File: src/rtl/plcp_fe_pkg.sv
package plcp_fe_pkg;

    localparam int BYTE_W    = 8;
    localparam int ROW_IDX_W = 4;
    localparam int NUM_ROWS  = 12;
    localparam int BYTES_PER_HDR = 3;
    localparam int BITS_W    = $clog2(BYTES_PER_HDR * BYTE_W + 1);
    localparam int BYTES_W   = $clog2(BYTES_PER_HDR + 1);
    localparam int ERR_W     = $clog2(BYTE_W + 1);

    localparam logic [BYTE_W-1:0] ALIGN_FIRST  = 8'hF6;
    localparam logic [BYTE_W-1:0] ALIGN_SECOND = 8'h28;

    typedef enum logic [1:0] {
        CNT_OOF  = 2'b00,
        CNT_BIT  = 2'b01,
        CNT_BYTE = 2'b10,
        CNT_WORD = 2'b11
    } cnt_mode_e;

    typedef enum logic [1:0] {
        ST_SEEK       = 2'b00,
        ST_EXPECT_A2  = 2'b01,
        ST_EXPECT_POI = 2'b10
    } row_state_e;

    function automatic logic [BYTE_W-1:0] poi_expect(input logic [ROW_IDX_W-1:0] row);
        logic [BYTE_W-1:0] v;
        case (row)
            4'd0:    v = 8'h2C;
            4'd1:    v = 8'h29;
            4'd2:    v = 8'h25;
            4'd3:    v = 8'h20;
            4'd4:    v = 8'h1C;
            4'd5:    v = 8'h19;
            4'd6:    v = 8'h15;
            4'd7:    v = 8'h10;
            4'd8:    v = 8'h0D;
            4'd9:    v = 8'h08;
            4'd10:   v = 8'h04;
            4'd11:   v = 8'h01;
            default: v = 8'h00;
        endcase
        return v;
    endfunction

endpackage

File: src/rtl/plcp_fe_cmp.sv
module plcp_fe_cmp
    import plcp_fe_pkg::*;
#(
    parameter int W   = BYTE_W,
    localparam int CW = $clog2(W + 1)
) (
    input  logic [W-1:0]  rx_byte,
    input  logic [W-1:0]  exp_byte,
    input  logic          chk_en,
    output logic [CW-1:0] bit_errs,
    output logic          byte_err
);

    logic [W-1:0] diff;

    for (genvar g = 0; g < W; g++) begin : g_xor
        assign diff[g] = chk_en & (rx_byte[g] ^ exp_byte[g]);
    end

    always_comb begin
        bit_errs = '0;
        for (int i = 0; i < W; i++) begin
            bit_errs = bit_errs + CW'(diff[i]);
        end
    end

    assign byte_err = |diff;

endmodule

File: src/rtl/plcp_fe_seq.sv
module plcp_fe_seq
    import plcp_fe_pkg::*;
(
    input  logic                 clk,
    input  logic                 rst_n,
    input  logic                 byte_vld,
    input  logic                 row_start,
    input  logic [ROW_IDX_W-1:0] row_idx,
    input  logic                 poi_chk_en,
    input  logic [ERR_W-1:0]     bit_errs,
    input  logic                 byte_err,
    output logic [BYTE_W-1:0]    cmp_exp,
    output logic                 cmp_en,
    output logic                 row_done,
    output logic [BITS_W-1:0]    row_bits,
    output logic [BYTES_W-1:0]   row_bytes
);

    row_state_e            state_q, state_d;
    logic [ROW_IDX_W-1:0]  row_q;
    logic [BITS_W-1:0]     bit_acc_q;
    logic [BYTES_W-1:0]    byte_acc_q;
    logic                  take_first;
    logic                  take_mid;

    // State register
    always_ff @(posedge clk) begin
        if (!rst_n) begin
            state_q <= ST_SEEK;
        end else begin
            state_q <= state_d;
        end
    end

    // Next state and per-byte outputs
    always_comb begin
        state_d    = state_q;
        cmp_exp    = ALIGN_FIRST;
        cmp_en     = 1'b1;
        row_done   = 1'b0;
        take_first = 1'b0;
        take_mid   = 1'b0;
        if (byte_vld && row_start) begin
            // restart: a row start always opens a fresh row
            take_first = 1'b1;
            state_d    = ST_EXPECT_A2;
        end else if (byte_vld) begin
            unique case (state_q)
                ST_SEEK: begin
                    // skip: stray byte between rows
                    state_d = ST_SEEK;
                    cmp_en  = 1'b0;
                end
                ST_EXPECT_A2: begin
                    // advance
                    cmp_exp  = ALIGN_SECOND;
                    take_mid = 1'b1;
                    state_d  = ST_EXPECT_POI;
                end
                ST_EXPECT_POI: begin
                    // finish
                    cmp_exp  = poi_expect(row_q);
                    cmp_en   = poi_chk_en;
                    row_done = 1'b1;
                    state_d  = ST_SEEK;
                end
                default: begin
                    cmp_en  = 1'b0;
                    state_d = ST_SEEK;
                end
            endcase
        end else begin
            cmp_en = 1'b0;
        end
    end

    // Row accumulators
    always_ff @(posedge clk) begin
        if (!rst_n) begin
            row_q      <= '0;
            bit_acc_q  <= '0;
            byte_acc_q <= '0;
        end else if (take_first) begin
            row_q      <= row_idx;
            bit_acc_q  <= BITS_W'(bit_errs);
            byte_acc_q <= BYTES_W'(byte_err);
        end else if (take_mid) begin
            bit_acc_q  <= bit_acc_q + BITS_W'(bit_errs);
            byte_acc_q <= byte_acc_q + BYTES_W'(byte_err);
        end
    end

    assign row_bits  = bit_acc_q + BITS_W'(bit_errs);
    assign row_bytes = byte_acc_q + BYTES_W'(byte_err);

endmodule

File: src/rtl/plcp_fe_cnt.sv
module plcp_fe_cnt
    import plcp_fe_pkg::*;
#(
    parameter int CNT_W      = 16,
    parameter int GUARD_ROWS = 3,
    localparam int GRD_W     = $clog2(GUARD_ROWS + 1)
) (
    input  logic               clk,
    input  logic               rst_n,
    input  cnt_mode_e          mode,
    input  logic               oof_onset,
    input  logic               row_done,
    input  logic [BITS_W-1:0]  row_bits,
    input  logic [BYTES_W-1:0] row_bytes,
    input  logic               latch,
    output logic [CNT_W-1:0]   live_cnt,
    output logic [CNT_W-1:0]   held_cnt
);

    logic [GRD_W-1:0]  guard_q;
    logic              oof_take;
    logic [BITS_W-1:0] inc;
    logic [CNT_W-1:0]  base;
    logic [CNT_W:0]    sum;

    assign oof_take = (mode == CNT_OOF) && oof_onset && (guard_q == '0);

    always_comb begin
        inc = '0;
        unique case (mode)
            CNT_OOF:  inc = BITS_W'(oof_take);
            CNT_BIT:  inc = row_done ? row_bits : '0;
            CNT_BYTE: inc = row_done ? BITS_W'(row_bytes) : '0;
            CNT_WORD: inc = BITS_W'(row_done && (row_bytes != '0));
            default:  inc = '0;
        endcase
    end

    assign base = latch ? '0 : live_cnt;
    assign sum  = {1'b0, base} + (CNT_W + 1)'(inc);

    always_ff @(posedge clk) begin
        if (!rst_n) begin
            guard_q <= '0;
        end else if (oof_take) begin
            guard_q <= GRD_W'(GUARD_ROWS);
        end else if (row_done && (guard_q != '0)) begin
            guard_q <= guard_q - 1'b1;
        end
    end

    always_ff @(posedge clk) begin
        if (!rst_n) begin
            live_cnt <= '0;
            held_cnt <= '0;
        end else begin
            live_cnt <= sum[CNT_W] ? {CNT_W{1'b1}} : sum[CNT_W-1:0];
            if (latch) begin
                held_cnt <= live_cnt;
            end
        end
    end

endmodule

File: src/rtl/plcp_fe_acc.sv
module plcp_fe_acc
    import plcp_fe_pkg::*;
#(
    parameter int CNT_W      = 16,
    parameter int GUARD_ROWS = 3
) (
    input  logic             clk,
    input  logic             rst_n,
    input  logic [7:0]       byte_in,
    input  logic             byte_vld,
    input  logic             row_start,
    input  logic [3:0]       row_idx,
    input  logic             oof_onset,
    input  logic [1:0]       mode,
    input  logic             poi_chk_en,
    input  logic             latch,
    output logic [CNT_W-1:0] live_cnt,
    output logic [CNT_W-1:0] held_cnt
);

    logic [BYTE_W-1:0]  cmp_exp;
    logic               cmp_en;
    logic [ERR_W-1:0]   bit_errs;
    logic               byte_err;
    logic               row_done;
    logic [BITS_W-1:0]  row_bits;
    logic [BYTES_W-1:0] row_bytes;
    cnt_mode_e          mode_e;

    assign mode_e = cnt_mode_e'(mode);

    plcp_fe_cmp #(.W(BYTE_W)) u_cmp (
        .rx_byte  (byte_in),
        .exp_byte (cmp_exp),
        .chk_en   (cmp_en),
        .bit_errs (bit_errs),
        .byte_err (byte_err)
    );

    plcp_fe_seq u_seq (
        .clk        (clk),
        .rst_n      (rst_n),
        .byte_vld   (byte_vld),
        .row_start  (row_start),
        .row_idx    (row_idx),
        .poi_chk_en (poi_chk_en),
        .bit_errs   (bit_errs),
        .byte_err   (byte_err),
        .cmp_exp    (cmp_exp),
        .cmp_en     (cmp_en),
        .row_done   (row_done),
        .row_bits   (row_bits),
        .row_bytes  (row_bytes)
    );

    plcp_fe_cnt #(.CNT_W(CNT_W), .GUARD_ROWS(GUARD_ROWS)) u_cnt (
        .clk       (clk),
        .rst_n     (rst_n),
        .mode      (mode_e),
        .oof_onset (oof_onset),
        .row_done  (row_done),
        .row_bits  (row_bits),
        .row_bytes (row_bytes),
        .latch     (latch),
        .live_cnt  (live_cnt),
        .held_cnt  (held_cnt)
    );

endmodule

File: config.mk
export PLATFORM = sky130hd
export DESIGN_NAME = plcp_fe_acc
export DESIGN_NICKNAME = d
export VERILOG_FILES = /design/src/rtl/plcp_fe_pkg.sv /design/src/rtl/plcp_fe_cmp.sv /design/src/rtl/plcp_fe_seq.sv /design/src/rtl/plcp_fe_cnt.sv /design/src/rtl/plcp_fe_acc.sv
export SDC_FILE = /design/constraint.sdc
export NUM_CORES = 1
export LEC_CHECK = 0
export BUFFER_PORTS_ARGS = -buffer_cell sky130_fd_sc_hd__buf_2
export CORE_ASPECT_RATIO = 1.4
export CORE_MARGIN = 2
export CORE_UTILIZATION = 35
export DETAILED_ROUTE_END_ITERATION = 8
export MAX_ROUTING_LAYER = met4
export PLACE_DENSITY = 0.6
export SLEW_MARGIN = 20
export SYNTH_ARGS = -nofsm -noshare
export SYNTH_HDL_FRONTEND = slang
export SYNTH_SLANG_ARGS = --single-unit
File: constraint.sdc
create_clock -name clk -period 7.24 [get_ports clk]
set_clock_uncertainty 0.05 [all_clocks]
set_input_delay 1.086 -clock clk [delete_from_list [all_inputs] [get_ports clk]]
set_output_delay 1.086 -clock clk [all_outputs]
set_load 0.03 [all_outputs]
==> results.md <==
- Clk_lat worst skew: 0.29 ns
- Worst-path fanout max: 10
- Post-Syn Instances: 362
- MaxCap Viol Count: 0
- Worst r2r path cells: 23
- Met3 WL: 235 um
- Most frequent cells in the layout: dfxtp_1, buf_2, nor2_1, inv_1, nand2_1
- Met1 Wirelength: 3110 um
- Clock Path Buffers: 2
- CTS sink count: 52
- CTS tree: yes
- RR Endpoint: u_cnt.live_cnt[15]
- Final Hold Viols: 0
- ANT cells: 0
- Initial antenna violation count: 0
- Die area: 0.009735 sq mm
- Area occupied by registers: 0.001041 sq mm
- Clock-pin slew on the worst setup and hold paths: 0.07 ns
- Vias per cell: 5.156
- RSZ-0062 raised after global routing: no
- CORE AREA: 0.008658 sq mm
- Unique cell type count in the Yosys netlist: 58
- GRT Total Usage: 0.1676
- Share of post-route cells with drive strength above 1: 0.1937
- Fmax: 146.8 MHz
- Synth Warn #: 0
- Maximum vdd ir drop: 0.1094 mV
- Hold WC Path Type: register to register
- Status: completed
- Max Slew Vio Count: 0
- Worst hold stages: 2
- H-tree depth: 2
- Most area-hungry cell type in the Yosys netlist: dfxtp_1
- Hold Path End: u_seq.bit_acc_q[4]
- Root Driver: clkbuf_16
- Routed WL per cell: 14.69 um
- Iter 0 DRT Violations: 73
- Number of global-route vias before repair: 2685
- WS Path Type: input pin to register
- Critical path's slowest cell: fa_1
- Initial Util: 0.3618
- Area contributors post-synth: dfxtp_1, ha_1, mux2i_1
- CTS Buf Count: 5
- Area added between synthesis and finish: 16.17%
- Via count: 2671
- Cell Count, Final, Fillers Out: 518
- CP most frequent cell: fa_1
- Data required, critical path: 7.39 ns
- Syn nets: 409
- Final worst-path cycle share: 0.9408
- Routed Antenna Nets: 0
- Grt ovf: 0
- Multi-input logic area: 0.001911 sq mm
- Hold_buf cts: 0
- DRC violations left: 0
- Crit path launch type: input pin
- Worst slew margin: 0.5141
- Biggest cell delay along the critical path: 0.52 ns
- Post-synthesis cell area: 0.003133 sq mm
- Port Buffers: 52
- Leakage power: 1.623 nW
- Worst-path cell chain: buf_2 -> inv_1 -> o21ai_0 -> and2_1 -> nor2b_1 -> ha_1 -> inv_1 -> fa_1 -> fa_1 -> fa_1 -> fa_1 -> xnor2_1 -> ha_1 -> nor2b_1 -> o21a_1 -> or3_1 -> and3b_1 -> ha_1 -> nand4_1 -> buf_4 -> a2111oi_4 -> a31oi_1 -> nor4_2
- Critical Path AT: 6.97 ns
- Dominant synthesized flop cell: dfxtp_1
- Row count: 40
- Final GP Congestion: 0.8902
- Reg2reg start: u_seq.state_q[0]
- Async SR Flop Fraction: 0
- Post-CTS Resized: 0
- Filler Cell Count: 888
- Pwr dens: 169.0 mW/mm^2
- Final setup TNS: 0 ns
- Worst R2R Setup Slack: 0.61 ns
- Area share of the largest cell type after synthesis: 0.3323
- Sequential fraction of the synthesis area: 0.3323
- Final wirelength: 7610 um
- Highest routed layer: met4
- I/O pin count: 53
- Setup crit end kind: register
- Yosys reg bits: 52
- Die Y: 115.9 um
- Final HPWL DP: 5988 um
- Die W: 83.96 um
- First-pass GRT wire length: 12790 um
- Placed insts: 509
- Worst Hold Launch: u_seq.bit_acc_q[4]
- Final Net Count: 459
- Post-synth EDFFs: 0
- Syn Area/Cell: 8.655 sq um
- Met2 Wirelength: 4040 um
- Final setup violation count: 0
- Crit path time final: 6.812 ns
- TritonRoute pass-1 iters: 4
- Largest net degree at the start of global routing: 32
- Slew @ Worst Pin: 0.7289 ns
-- report_power, final --
group,total (mW),switching [mW],internal [mW]
Sequential,0.297,0.00386,0.293
Clock,0.232,0.103,0.129
Combinational,0.0870,0.0521,0.0349
Total,0.615,0.159,0.457
-- layout make-up --
type,instances,area share
tap,105,0.03609
clock inverter,2,0.003781
inverter,31,0.03197
multi-input combinational,265,0.5249
sequential,52,0.2860
timing repair buffer,57,0.08182
clock buffer,6,0.03541
-- cells in the mapped netlist, types with 2 or more instances --
master,count
or3_1,2
fa_1,6
a21oi_1,21
a211oi_1,5
nand2b_1,4
nor2b_1,9
nor2_1,45
dfxtp_1,52
o21ai_0,12
a22oi_1,3
clkbuf_1,6
inv_1,30
o22ai_1,2
nor3_1,4
and3_1,3
o2111ai_1,2
nand3b_1,2
buf_2,7
mux2_2,2
xor2_1,7
nand3_1,8
ha_1,20
xnor2_1,10
a21o_1,6
and3_2,2
a31oi_1,5
o311ai_0,2
o21a_1,8
nand4_1,4
nand2_1,25
o31a_1,2
mux2i_1,19
nor3b_1,2
-- stage by stage --
stage / hold WS, ns / area [sq um] / util / power (mW) / worst slack, ns
finish: 0.4176 / 3640 / 0.4204 / 0.6152 / 0.4285
global route: 0.4519 / 3640 / 0.4204 / 0.6476 / 0.02707
CTS: 0.4151 / 3632 / 0.4195 / 0.6245 / 0.3171
detailed placement: 0.4055 / 3490 / 0.4030 / 0.3911 / 0.04797
global placement: 0.3984 / 3490 / 0.4030 / 0.3899 / 0.09765
floorplan: 0.3871 / 3133 / - / 0.3650 / 0.5366
-- cells by family after synthesis --
logic type | after synthesis | share of synthesized area
adders and majority gates | 26 | 0.1182
muxes | 21 | 0.06789
xor gates and xnor gates | 17 | 0.04752
DFF | 52 | 0.3323
buffers and inverters | 45 | 0.05791
and+or+nand+nor | 121 | 0.1997
AOI/OAI and AO/OA | 80 | 0.1765
-- per-layer routing --
metal | vias up | track usage
li1 | 1360 | -
met1 | 1231 | 0.1797
met2 | 62 | 0.3104
met3 | 18 | 0.02137
met4 | 0 | 0.07097
met5 | - | -
-- state kept, by name (all words and copies together) (netlist names), named ones only --
register,flops
u_cnt.live_cnt,16
u_cnt.guard_q,2
u_seq.row_q,4
u_seq.byte_acc_q,2
u_seq.state_q,2
u_seq.bit_acc_q,5
u_cnt.held_cnt,16
-- critical path, delay by kind of cell --
family	cells	cell delay [ns]
XOR/XNOR	1	0.31
AND/OR/NAND/NOR	7	1.42
adder cells (fa/ha/maj)	7	2.86
AO/OA/AOI/OAI	4	0.80
buffers and inverters	4	0.47
-- how the worst max path moves through the flow --
stage | from | endpoint | slack [ns] | depth (start not counted)
global route | byte_vld | u_cnt.live_cnt[15] | 0.03 | 23
floorplan | row_start | u_cnt.live_cnt[15] | 0.54 | 23
global placement | row_start | u_cnt.live_cnt[15] | 0.1 | 22
detailed placement | byte_vld | u_cnt.live_cnt[15] | 0.05 | 22
finish | row_start | u_cnt.live_cnt[15] | 0.43 | 23
CTS | byte_vld | u_cnt.live_cnt[15] | 0.32 | 22
-- what timing repair did --
| item | 4_1_cts | 5_1_grt |
|---|---|---|
| hold endpoints to repair | 0 | 0 |
| setup buffers | 0 | 1 |
| setup endpoints to repair | 0 | 2 |
No activity file was read; power rests on OpenSTA's default activity.
